**src/rtl/crp_pkg.sv**
```systemverilog
package crp_pkg;

    typedef enum logic [3:0] {
        ST_IDLE,
        ST_W_SELON,
        ST_W_PRE_HI,
        ST_W_PRE_LO,
        ST_W_SELOFF,
        ST_W_DATA,
        ST_W_ACK_HI,
        ST_W_ACK_LO,
        ST_R_SETUP,
        ST_R_HI,
        ST_R_LO,
        ST_R_POLL
    } crp_state_e;

    typedef enum logic {
        OP_WRITE = 1'b0,
        OP_READY = 1'b1
    } crp_op_e;

    typedef struct packed {
        logic clk;
        logic sel;
        logic wr_en;
    } crp_ctl_t;

    localparam crp_ctl_t CTL_IDLE = '{clk: 1'b0, sel: 1'b0, wr_en: 1'b0};

    function automatic logic is_write_phase(input crp_state_e st);
        return st inside {ST_W_SELON, ST_W_PRE_HI, ST_W_PRE_LO, ST_W_SELOFF,
                          ST_W_DATA, ST_W_ACK_HI, ST_W_ACK_LO};
    endfunction

endpackage

```
**src/rtl/crp_hold_timer.sv**
```systemverilog
module crp_hold_timer #(
    parameter int W = 16
) (
    input  logic         clk,
    input  logic         rst,
    input  logic         restart,
    input  logic [W-1:0] limit,
    output logic         last
);
    logic [W-1:0] cnt;

    assign last = (cnt == (limit - W'(1)));

    always_ff @(posedge clk) begin
        if (rst || restart || last)
            cnt <= '0;
        else
            cnt <= cnt + W'(1);
    end
endmodule

```
**src/rtl/crp_step_counter.sv**
```systemverilog
module crp_step_counter #(
    parameter int COUNT = 15
) (
    input  logic clk,
    input  logic rst,
    input  logic clr,
    input  logic inc,
    output logic hit
);
    localparam int W = $clog2(COUNT + 1);
    localparam logic [W-1:0] LAST = W'(COUNT - 1);

    logic [W-1:0] cnt;

    assign hit = (cnt == LAST);

    always_ff @(posedge clk) begin
        if (rst || clr)
            cnt <= '0;
        else if (inc)
            cnt <= cnt + W'(1);
    end
endmodule

```
**src/rtl/crp_seq_core.sv**
```systemverilog
module crp_seq_core
    import crp_pkg::*;
#(
    parameter int ADDR_W      = 16,
    parameter int DATA_W      = 16,
    parameter int HALF_W      = 16,
    parameter int TW          = 16,
    parameter int POLL_CYCLES = 4000
) (
    input  logic              clk,
    input  logic              rst,
    input  logic [HALF_W-1:0] half_period,
    input  logic              cmd_valid,
    output logic              cmd_ready,
    input  logic              cmd_kind,
    input  logic [ADDR_W-1:0] cmd_addr,
    input  logic [DATA_W-1:0] cmd_data,
    input  logic              port_ack,
    input  logic              step_last,
    input  logic              pulse_hit,
    input  logic              try_hit,
    input  logic              poll_hit,
    output logic              timer_restart,
    output logic [TW-1:0]     timer_limit,
    output logic              cnt_clr,
    output logic              pulse_inc,
    output logic              try_inc,
    output logic              poll_inc,
    output crp_ctl_t          ctl,
    output logic [ADDR_W-1:0] port_addr,
    output logic [DATA_W-1:0] port_wdata,
    output logic              done,
    output logic              done_ok,
    output logic [ADDR_W-1:0] done_addr
);
    crp_state_e        state;
    logic [HALF_W-1:0] lim_q;
    logic [ADDR_W-1:0] tgt_addr;
    logic [DATA_W-1:0] tgt_data;

    assign cmd_ready     = (state == ST_IDLE);
    assign timer_restart = (state == ST_IDLE);
    assign timer_limit   = (state == ST_R_POLL) ? TW'(POLL_CYCLES) : TW'(lim_q);
    assign cnt_clr       = (state == ST_IDLE);
    assign pulse_inc     = (state == ST_W_PRE_LO) && step_last;
    assign try_inc       = (state == ST_W_ACK_HI) && step_last && !port_ack;
    assign poll_inc      = (state == ST_R_POLL) && step_last;

    always_ff @(posedge clk) begin
        if (rst) begin
            state      <= ST_IDLE;
            ctl        <= CTL_IDLE;
            port_addr  <= '0;
            port_wdata <= '0;
            lim_q      <= HALF_W'(1);
            tgt_addr   <= '0;
            tgt_data   <= '0;
            done       <= 1'b0;
            done_ok    <= 1'b0;
            done_addr  <= '0;
        end else begin
            done <= 1'b0;
            unique case (state)
                ST_IDLE: begin
                    if (cmd_valid) begin
                        lim_q <= (half_period == '0) ? HALF_W'(1) : half_period;
                        if (crp_op_e'(cmd_kind) == OP_WRITE) begin
                            tgt_addr <= cmd_addr;
                            tgt_data <= cmd_data;
                            ctl.sel  <= 1'b1;
                            state    <= ST_W_SELON;
                        end else begin
                            tgt_addr   <= '0;
                            ctl        <= '{clk: 1'b0, sel: 1'b1, wr_en: 1'b0};
                            port_addr  <= '0;
                            port_wdata <= '0;
                            state      <= ST_R_SETUP;
                        end
                    end
                end
                ST_W_SELON: if (step_last) begin
                    ctl.clk <= 1'b1;
                    state   <= ST_W_PRE_HI;
                end
                ST_W_PRE_HI: if (step_last) begin
                    ctl.clk <= 1'b0;
                    state   <= ST_W_PRE_LO;
                end
                ST_W_PRE_LO: if (step_last) begin
                    if (pulse_hit) begin
                        ctl.sel <= 1'b0;
                        state   <= ST_W_SELOFF;
                    end else begin
                        ctl.clk <= 1'b1;
                        state   <= ST_W_PRE_HI;
                    end
                end
                ST_W_SELOFF: if (step_last) begin
                    port_wdata <= tgt_data;
                    ctl.wr_en  <= 1'b1;
                    state      <= ST_W_DATA;
                end
                ST_W_DATA: if (step_last) begin
                    port_addr <= tgt_addr;
                    ctl.sel   <= 1'b1;
                    ctl.clk   <= 1'b1;
                    state     <= ST_W_ACK_HI;
                end
                ST_W_ACK_HI: if (step_last) begin
                    if (port_ack || try_hit) begin
                        ctl.clk   <= 1'b0;
                        ctl.wr_en <= 1'b0;
                        done      <= 1'b1;
                        done_ok   <= port_ack;
                        done_addr <= tgt_addr;
                        state     <= ST_IDLE;
                    end else begin
                        ctl.clk <= 1'b0;
                        state   <= ST_W_ACK_LO;
                    end
                end
                ST_W_ACK_LO: if (step_last) begin
                    ctl.clk <= 1'b1;
                    state   <= ST_W_ACK_HI;
                end
                ST_R_SETUP: if (step_last) begin
                    ctl.clk <= 1'b1;
                    state   <= ST_R_HI;
                end
                ST_R_HI: if (step_last) begin
                    ctl.clk <= 1'b0;
                    state   <= ST_R_LO;
                end
                ST_R_LO: if (step_last) begin
                    state <= ST_R_POLL;
                end
                ST_R_POLL: if (step_last) begin
                    if (!port_ack || poll_hit) begin
                        ctl.clk   <= 1'b0;
                        ctl.wr_en <= 1'b0;
                        done      <= 1'b1;
                        done_ok   <= !port_ack;
                        done_addr <= tgt_addr;
                        state     <= ST_IDLE;
                    end
                end
                default: state <= ST_IDLE;
            endcase
        end
    end
endmodule

```
**src/rtl/crp_write_master.sv**
```systemverilog
module crp_write_master #(
    parameter int ADDR_W      = 16,
    parameter int DATA_W      = 16,
    parameter int HALF_W      = 16,
    parameter int PRE_PULSES  = 15,
    parameter int ACK_TRIES   = 10,
    parameter int POLL_CYCLES = 4000,
    parameter int READY_POLLS = 500
) (
    input  logic              clk,
    input  logic              rst,
    input  logic [HALF_W-1:0] half_period,
    input  logic              cmd_valid,
    output logic              cmd_ready,
    input  logic              cmd_kind,
    input  logic [ADDR_W-1:0] cmd_addr,
    input  logic [DATA_W-1:0] cmd_data,
    output logic              port_clk,
    output logic              port_sel,
    output logic              port_wr_en,
    output logic [ADDR_W-1:0] port_addr,
    output logic [DATA_W-1:0] port_wdata,
    input  logic              port_ack,
    output logic              done,
    output logic              done_ok,
    output logic [ADDR_W-1:0] done_addr
);
    import crp_pkg::*;

    localparam int POLL_W = $clog2(POLL_CYCLES + 1);
    localparam int TW     = (HALF_W > POLL_W) ? HALF_W : POLL_W;

    crp_ctl_t      ctl;
    logic          step_last, timer_restart;
    logic [TW-1:0] timer_limit;
    logic          cnt_clr, pulse_inc, try_inc, poll_inc;
    logic          pulse_hit, try_hit, poll_hit;

    assign port_clk   = ctl.clk;
    assign port_sel   = ctl.sel;
    assign port_wr_en = ctl.wr_en;

    crp_hold_timer #(.W(TW)) i_timer (
        .clk(clk), .rst(rst), .restart(timer_restart),
        .limit(timer_limit), .last(step_last)
    );

    crp_step_counter #(.COUNT(PRE_PULSES)) i_pulse_cnt (
        .clk(clk), .rst(rst), .clr(cnt_clr), .inc(pulse_inc), .hit(pulse_hit)
    );

    crp_step_counter #(.COUNT(ACK_TRIES)) i_try_cnt (
        .clk(clk), .rst(rst), .clr(cnt_clr), .inc(try_inc), .hit(try_hit)
    );

    crp_step_counter #(.COUNT(READY_POLLS)) i_poll_cnt (
        .clk(clk), .rst(rst), .clr(cnt_clr), .inc(poll_inc), .hit(poll_hit)
    );

    crp_seq_core #(
        .ADDR_W(ADDR_W), .DATA_W(DATA_W), .HALF_W(HALF_W),
        .TW(TW), .POLL_CYCLES(POLL_CYCLES)
    ) i_core (
        .clk(clk), .rst(rst), .half_period(half_period),
        .cmd_valid(cmd_valid), .cmd_ready(cmd_ready), .cmd_kind(cmd_kind),
        .cmd_addr(cmd_addr), .cmd_data(cmd_data), .port_ack(port_ack),
        .step_last(step_last), .pulse_hit(pulse_hit), .try_hit(try_hit),
        .poll_hit(poll_hit), .timer_restart(timer_restart),
        .timer_limit(timer_limit), .cnt_clr(cnt_clr), .pulse_inc(pulse_inc),
        .try_inc(try_inc), .poll_inc(poll_inc), .ctl(ctl),
        .port_addr(port_addr), .port_wdata(port_wdata),
        .done(done), .done_ok(done_ok), .done_addr(done_addr)
    );
endmodule

```
**config.mk**
```make
export PLATFORM = sky130hd
export DESIGN_NAME = crp_write_master
export DESIGN_NICKNAME = d
export VERILOG_FILES = /design/src/rtl/crp_pkg.sv /design/src/rtl/crp_hold_timer.sv /design/src/rtl/crp_step_counter.sv /design/src/rtl/crp_seq_core.sv /design/src/rtl/crp_write_master.sv
export SDC_FILE = /design/constraint.sdc
export NUM_CORES = 1
export LEC_CHECK = 0
export CORE_MARGIN = 2
export CORE_UTILIZATION = 50
export CTS_CLUSTER_DIAMETER = 80
export DETAILED_ROUTE_END_ITERATION = 12
export GPL_TIMING_DRIVEN = 1
export PLACE_DENSITY = 0.76
export SYNTH_ARGS = -nofsm -noshare
export SYNTH_HDL_FRONTEND = slang
export SYNTH_HIERARCHICAL = 1
export SYNTH_SLANG_ARGS = --single-unit
```
**constraint.sdc**
```tcl
create_clock -name clk -period 7.7 [get_ports clk]
set_input_delay 1.54 -clock clk [delete_from_list [all_inputs] [get_ports clk]]
set_output_delay 1.54 -clock clk [all_outputs]
set_load 0.02 [all_outputs]
```
# Word level (Yosys, flattened, before mapping)
# Index checks and enable logic that the tools add are counted.
dict set report totals {
  elab_cells 140
  input_bits 53
  register_bits 138
  output_inout_bits 54
}
dict set report op_classes {
  n_reduce_logical 29
  muxes 55
  bitwise 1
  eq_ne 34
  add_sub_neg 5
}
# cell n
set ops {}
lappend ops {{$mux 16} 11}
lappend ops {{$pmux 16 s2} 3}
lappend ops {{$mux 4} 13}
lappend ops {{$pmux 4 s11} 1}
lappend ops {{$ne 2x1->1 const B} 14}
lappend ops {{$eq 4x4->1 const B} 6}
lappend ops {{$mux 1} 17}
lappend ops {{$add 16x1->16 const B} 1}
lappend ops {{$eq 16x16->1} 1}
lappend ops {{$eq 4x3->1 const B} 4}
lappend ops {{$logic_not 16->1} 1}
lappend ops {{$sub 16x1->16 const B} 1}
lappend ops {{$reduce_and 12->1} 1}
lappend ops {{$ne 2x2->1 const B} 5}
lappend ops {{$reduce_and 10->1} 1}
lappend ops {{$reduce_and 5->1} 2}
lappend ops {{$add 9x1->9 const B} 1}
lappend ops {{$eq 9x9->1 const B} 1}
lappend ops {{$mux 3} 3}
lappend ops {{$add 4x1->4 const B} 2}
lappend ops {{$eq 4x2->1 const B} 2}
lappend ops {{$reduce_and 4->1} 2}
lappend ops {{$reduce_and 8->1} 1}
lappend ops {{$pmux 1 s6} 1}
lappend ops {{other kinds (18)} 29}

# Longest topological paths before layout
dict set report depth {
  word_depth 6
  depth_mapped 20
  ltp_nobuf 14
}

# Cells and area by module
# The synthesis kept the hierarchy.
# mod seq_area_each_um2 area_per_inst_um2 cells_each n_inst
set modules_own_cells {}
lappend modules_own_cells {crp_seq_core 2102.0 4453.0 520 1}
lappend modules_own_cells {crp_hold_timer 320.3 1209.9 147 1}
lappend modules_own_cells {{crp_step_counter at i_poll_cnt} 180.2 434.2 49 1}
lappend modules_own_cells {{crp_step_counter at i_try_cnt} 80.1 200.2 20 1}
lappend modules_own_cells {{crp_step_counter at i_pulse_cnt} 80.1 197.7 20 1}

# Worst setup path after synthesis
# No wires, ideal clock.
dict set report synth_timing {
  path_type {reg-to-reg}
  from {reg i_core.state[2]}
  to {reg i_core.state[2]}
  stages_incl_launch_ff 20
  synth_period_minus_slack_ns 4.928
  n_path_buf 5
  path_slack_ns 2.772
  t_required_ns 7.627
  setup_time_ns 0.073
  t_arrival_ns 4.854
  cell_sequence {dfxtp_1 buf_4 nand4b_1 clkbuf_1 clkbuf_1 and2_1 inv_1 ha_1 or4b_4 or3_1 o31a_1 a221o_1 a2111oi_4 buf_6 buf_4 and3b_1 o21ai_1 a21bo_2 or4_1 a21oi_1}
}
dict set report synth_via {
  elab_chain_len 6
  word_cells_on_any_way 30
}
# item line
set synth_lines {}
lappend synth_lines {{from (decl)} crp_seq_core.sv:36} ;# crp_state_e state;
lappend synth_lines {{from (signal assigned)} crp_seq_core.sv:51} ;# state <= ST_IDLE;
lappend synth_lines {{from (signal assigned)} crp_seq_core.sv:71} ;# state <= ST_W_SELON;
lappend synth_lines {{from (signal assigned)} crp_seq_core.sv:77} ;# state <= ST_R_SETUP;
lappend synth_lines {{$eq 4x4->1 *} crp_seq_core.sv:43} ;# assign timer_limit = (state == ST_R_POLL) ? TW'(POLL_CYCLES) : TW'(lim_q);
lappend synth_lines {{$mux 16 *} crp_seq_core.sv:43}
lappend synth_lines {{named net timer_limit[0]} crp_write_master.sv:35} ;# logic [TW-1:0] timer_limit;
lappend synth_lines {{$sub 16x1->16 *} crp_hold_timer.sv:12} ;# assign last = (cnt == (limit - W'(1)));
lappend synth_lines {{$eq 16x16->1 *} crp_hold_timer.sv:12}
lappend synth_lines {{named net step_last} crp_write_master.sv:34} ;# logic step_last, timer_restart;
lappend synth_lines {{$ne 2x1->1 (no source line)} n/a}
lappend synth_lines {{$reduce_and 12->1 (no source line) *} n/a}
# Mark *: on every way through the listed nets, which the timed path passes. The rest lies on a longest branch.
# A chain may end at the register's enable or synchronous reset.

# Final worst setup path
dict set report layout_timing {
  from {reg i_core.state[1]}
  to {reg i_poll_cnt.cnt[7]}
}
dict set report layout_via {
  elab_chain_len 5
  word_cells_on_any_way 7
}
# item line
set layout_lines {}
lappend layout_lines {{$eq 4x4->1} crp_seq_core.sv:43}
lappend layout_lines {{$mux 16} crp_seq_core.sv:43}
lappend layout_lines {{named net timer_limit[0]} crp_write_master.sv:35}
lappend layout_lines {{$sub 16x1->16} crp_hold_timer.sv:12}
lappend layout_lines {{$eq 16x16->1} crp_hold_timer.sv:12}
lappend layout_lines {{named net step_last} crp_write_master.sv:34}
lappend layout_lines {{$logic_and 1x1->1} crp_seq_core.sv:47} ;# assign poll_inc = (state == ST_R_POLL) && step_last;
lappend layout_lines {{named net poll_inc} crp_write_master.sv:36} ;# logic cnt_clr, pulse_inc, try_inc, poll_inc;
lappend layout_lines {{to (signal assigned)} crp_step_counter.sv:21} ;# cnt <= cnt + W'(1);
lappend layout_lines {{to (decl)} crp_step_counter.sv:13} ;# logic [W-1:0] cnt;
# The timed path passes the listed nets, and every way through them passes these cells.

==> flow_metrics.env <==
export IMPL_syn_area_per_cell_um2=8.59
export IMPL_synth_edff_count=0
export IMPL_ys_flop_type="dfxtp_1"
export IMPL_yosysTopAreaCell="dfxtp_1"
export IMPL_insertion_delay_ns=0.42
export IMPL_first_iter_violations=458
export IMPL_netlist_area_um2=6490
export IMPL_cts_buffers=17
export IMPL_num_io_pins=107
export IMPL_synth_fp_nets=817
export IMPL_grt_pass1_wl_mm=26.7
export IMPL_yosys_warnings=6
export IMPL_cts_setup_buffers=0
export IMPL_initial_utilization_pct=51.3
export IMPL_hold_path_class="register to register"
export IMPL_crit_path_end_kind="register"
export IMPL_setup_viol=0
export IMPL_num_vias=5714
export IMPL_drv_cap=0
export IMPL_drc=0
export IMPL_num_rows=41
export IMPL_dp_cells=985
export IMPL_die_h_um=118
export IMPL_yosysMostFrequentCell="dfxtp_1"
export IMPL_rsz0062_at_grt="no"
export IMPL_grt_max_degree=67
export IMPL_grt_use_total_pct=23.3
export IMPL_yosysSeqAreaShare_pct=42.5
export IMPL_nets=893
export IMPL_cts_buffer_depth=2
export IMPL_fp_dieW_um=118
export IMPL_post_cts_hold_buffer_count=0
export IMPL_fin_crit_sh_pct=72.3
export IMPL_antenna_found_initial=0
export IMPL_synth_fa_ha_area_share_pct=1.54
export IMPL_ir_drop_mv=0.147
export IMPL_layout_cells_non_filler=1017
export IMPL_ys_ff_latch=138
export IMPL_dp_hpwl_mm=10.6
export IMPL_post_cts_resized=0
export IMPL_areaGrowthSynthToFinish_pct=25.8
export IMPL_fin_area_um2=8170
export IMPL_yosysTopAreaCellShare_pct=42.5
export IMPL_worstMarginPinSlew_ns=1.10
export IMPL_clock_fmax_ghz=0.180
export IMPL_drtPass1Iterations=5
export IMPL_synth_compound_area_share_pct=14.9
export IMPL_muxShareOfSynthArea_pct=3.27
export IMPL_leakage_uw=0.00297
export IMPL_ys_top_cells_by_area="dfxtp_1, nand2_1, a21oi_1"
export IMPL_grt_pass1_vias=5601
export IMPL_r2r_start="i_core/state[1]"
export IMPL_viasPerCell=5.62
export IMPL_startpoint_type="register"
export IMPL_cts_sinks=138
export IMPL_synthDistinctLibCells=75
export IMPL_fp_coreArea_um2=12700
export IMPL_syn_inst=756
export IMPL_crit_required_ns=8.02
export IMPL_critPathKind="register to register"
export IMPL_finClkSkew_ns=0.0112
export IMPL_power_density_nw_per_um2=287
export IMPL_overflow=0
export IMPL_period_needed_ns=5.57
export IMPL_cp_startpoint="i_core/state[1]"
export IMPL_synth_common_cells="dfxtp_1, nand2_1, a21oi_1, nor2_1, clkbuf_1"
export IMPL_status="complete, no violations"
export IMPL_clk_pin_slew_worst_paths_ns=0.06
export IMPL_slew_violations=0
export IMPL_drive_above_1_share_pct=9.11
export IMPL_drt_wl_total_mm=16.0
export IMPL_finalSetupTns_ns=0
export IMPL_synth_simple_gate_area_share_pct=27.0
export IMPL_wl_per_cell_um=15.7
export IMPL_n_antenna_cell=0
export IMPL_synth_top_family_by_area="simple AND/OR/NAND/NOR gates"
export IMPL_htree_levels=4
export IMPL_detail_route_antenna_nets=0
export IMPL_slew_headroom_pct=26.4
export IMPL_cts_root_buffer="clkbuf_16"
export IMPL_asyncSetResetFlopFracSynth_pct=0
export IMPL_crit_arrival_ns=5.88
export IMPL_total_power_uw=2350
export IMPL_routabilityCongestion=0.883
export IMPL_tritoncts="yes"
export IMPL_nFillCells=1045
export IMPL_hold_start="i_core/lim_q[13]"
export IMPL_placed_area_um2=7490
export IMPL_finalHoldViolCount=0
export IMPL_die_area_um2=13900
export IMPL_crit_fanout=23
export IMPL_io_buffer_count=106
export IMPL_synth_xor_area_share_pct=5.53
logic make-up after synthesis:
| family | after synthesis |
|---|---|
| XOR/XNOR | 41 |
| AND/OR/NAND/NOR | 340 |
| multiplexers | 21 |
| AO/OA/AOI/OAI | 148 |
| buffers and inverters | 60 |
| adder cells (fa/ha/maj) | 8 |
| flip-flops | 138 |
area by class of cell:
cell class	instances	area (um2)	area share, %
clock buffers	17	425	5.21
clock inverters	15	258	3.16
well taps	172	215	2.63
repair buffers	109	1080	13.2
multi-input cells	558	3400	41.6
inverters	8	30.0	0.368
flip-flops and latches	138	2760	33.8
metal layers:
metal | part of all wire, % | vias to the layer above | GRT usage [%]
met2 | 50 | 192 | 39.2
li1 | - | 2785 | -
met5 | 0 | - | 0
met4 | 2.3 | 0 | 9.56
met3 | 5.1 | 32 | 4.80
met1 | 43 | 2705 | 29.0
registers in the layout, indices dropped and copies added (netlist names), 9 cells and up:
| register | cells |
|---|---|
| i_core/done_addr | 16 |
| i_core/lim_q | 16 |
| i_core/port_addr | 16 |
| i_core/port_wdata | 16 |
| i_core/tgt_addr | 16 |
| i_core/tgt_data | 16 |
| i_poll_cnt/cnt | 9 |
| i_timer/cnt | 16 |
placed cells by master, fill, tap and decap left out, types with 3 or more instances in the layout:
cell type        netlist  routed
nor3_1                10      10
dfxtp_1              138     138
or4_1                  5       5
o21a_1                 3       3
o21ai_0               11      11
clkbuf_16              0      17
or2_2                  3       3
nor4_1                17      17
and3_1                 5       5
a311oi_1               3       3
ha_1                   8       8
inv_1                  7       7
nand4_1               10      10
nor2b_1                5       5
or3_1                  6       6
nand2b_1               8       8
nand3b_1              21      21
a21oi_2               10      10
a21bo_2                3       3
and2_1                12      12
o22ai_1                3       3
mux2i_1               19      19
nand2_2               12      12
nand3_1               27      27
a22oi_1               17      17
xor2_1                18      18
clkdlybuf4s50_1        0     105
inv_6                  0       3
nor2_1                73      73
nand2_1              105     105
a211oi_1               4       4
a21oi_1               73      73
buf_4                 10       4
xnor2_1               23      23
bufinv_16              0       6
power by group:
group	switching [uW]	leakage [uW]	internal, uW
registers	52.6	0.00112	766
logic	371	0.00152	214
clock network	328	0.000328	614
stage by stage:
| step | setup WS [ns] | util, % | hold WS (ns) |
|---|---|---|---|
| 2_1_floorplan | 2.77 | - | 0.427 |
| 3_3_place_gp | 2.35 | 59.1 | 0.442 |
| 3_5_place_dp | 2.19 | 59.1 | 0.445 |
| 4_1_cts | 2.17 | 64.5 | 0.454 |
| 5_1_grt | 1.76 | 64.5 | 0.474 |
| 6_report | 2.13 | 64.5 | 0.453 |
critical path: stages, from the launching register on:
cell and delay [ns]:
dfxtp_1 0.82, nand4b_1 0.28, and2_1 0.29, inv_1 0.08, ha_1 0.23, or4b_4 0.51, or3_1 0.36, o31a_1 0.30
a221o_1 0.30, a2111oi_4 0.78, inv_1 0.24, nor2_1 0.52, nand4_4 0.20, o31a_2 0.37, o21a_1 0.18
path summary, 6_finish.rpt:
| check | cells past startpoint | slack (ns) | end |
|---|---|---|---|
| worst max-delay path | 14 | 2.13 | i_poll_cnt/cnt[7] |
| worst min-delay path | 2 | 0.45 | i_core/lim_q[13] |
| worst max register to register | 14 | 2.13 | i_poll_cnt/cnt[7] |
| worst min register to register | 2 | 0.45 | i_core/lim_q[13] |
Power figures use the tool's default switching activity.
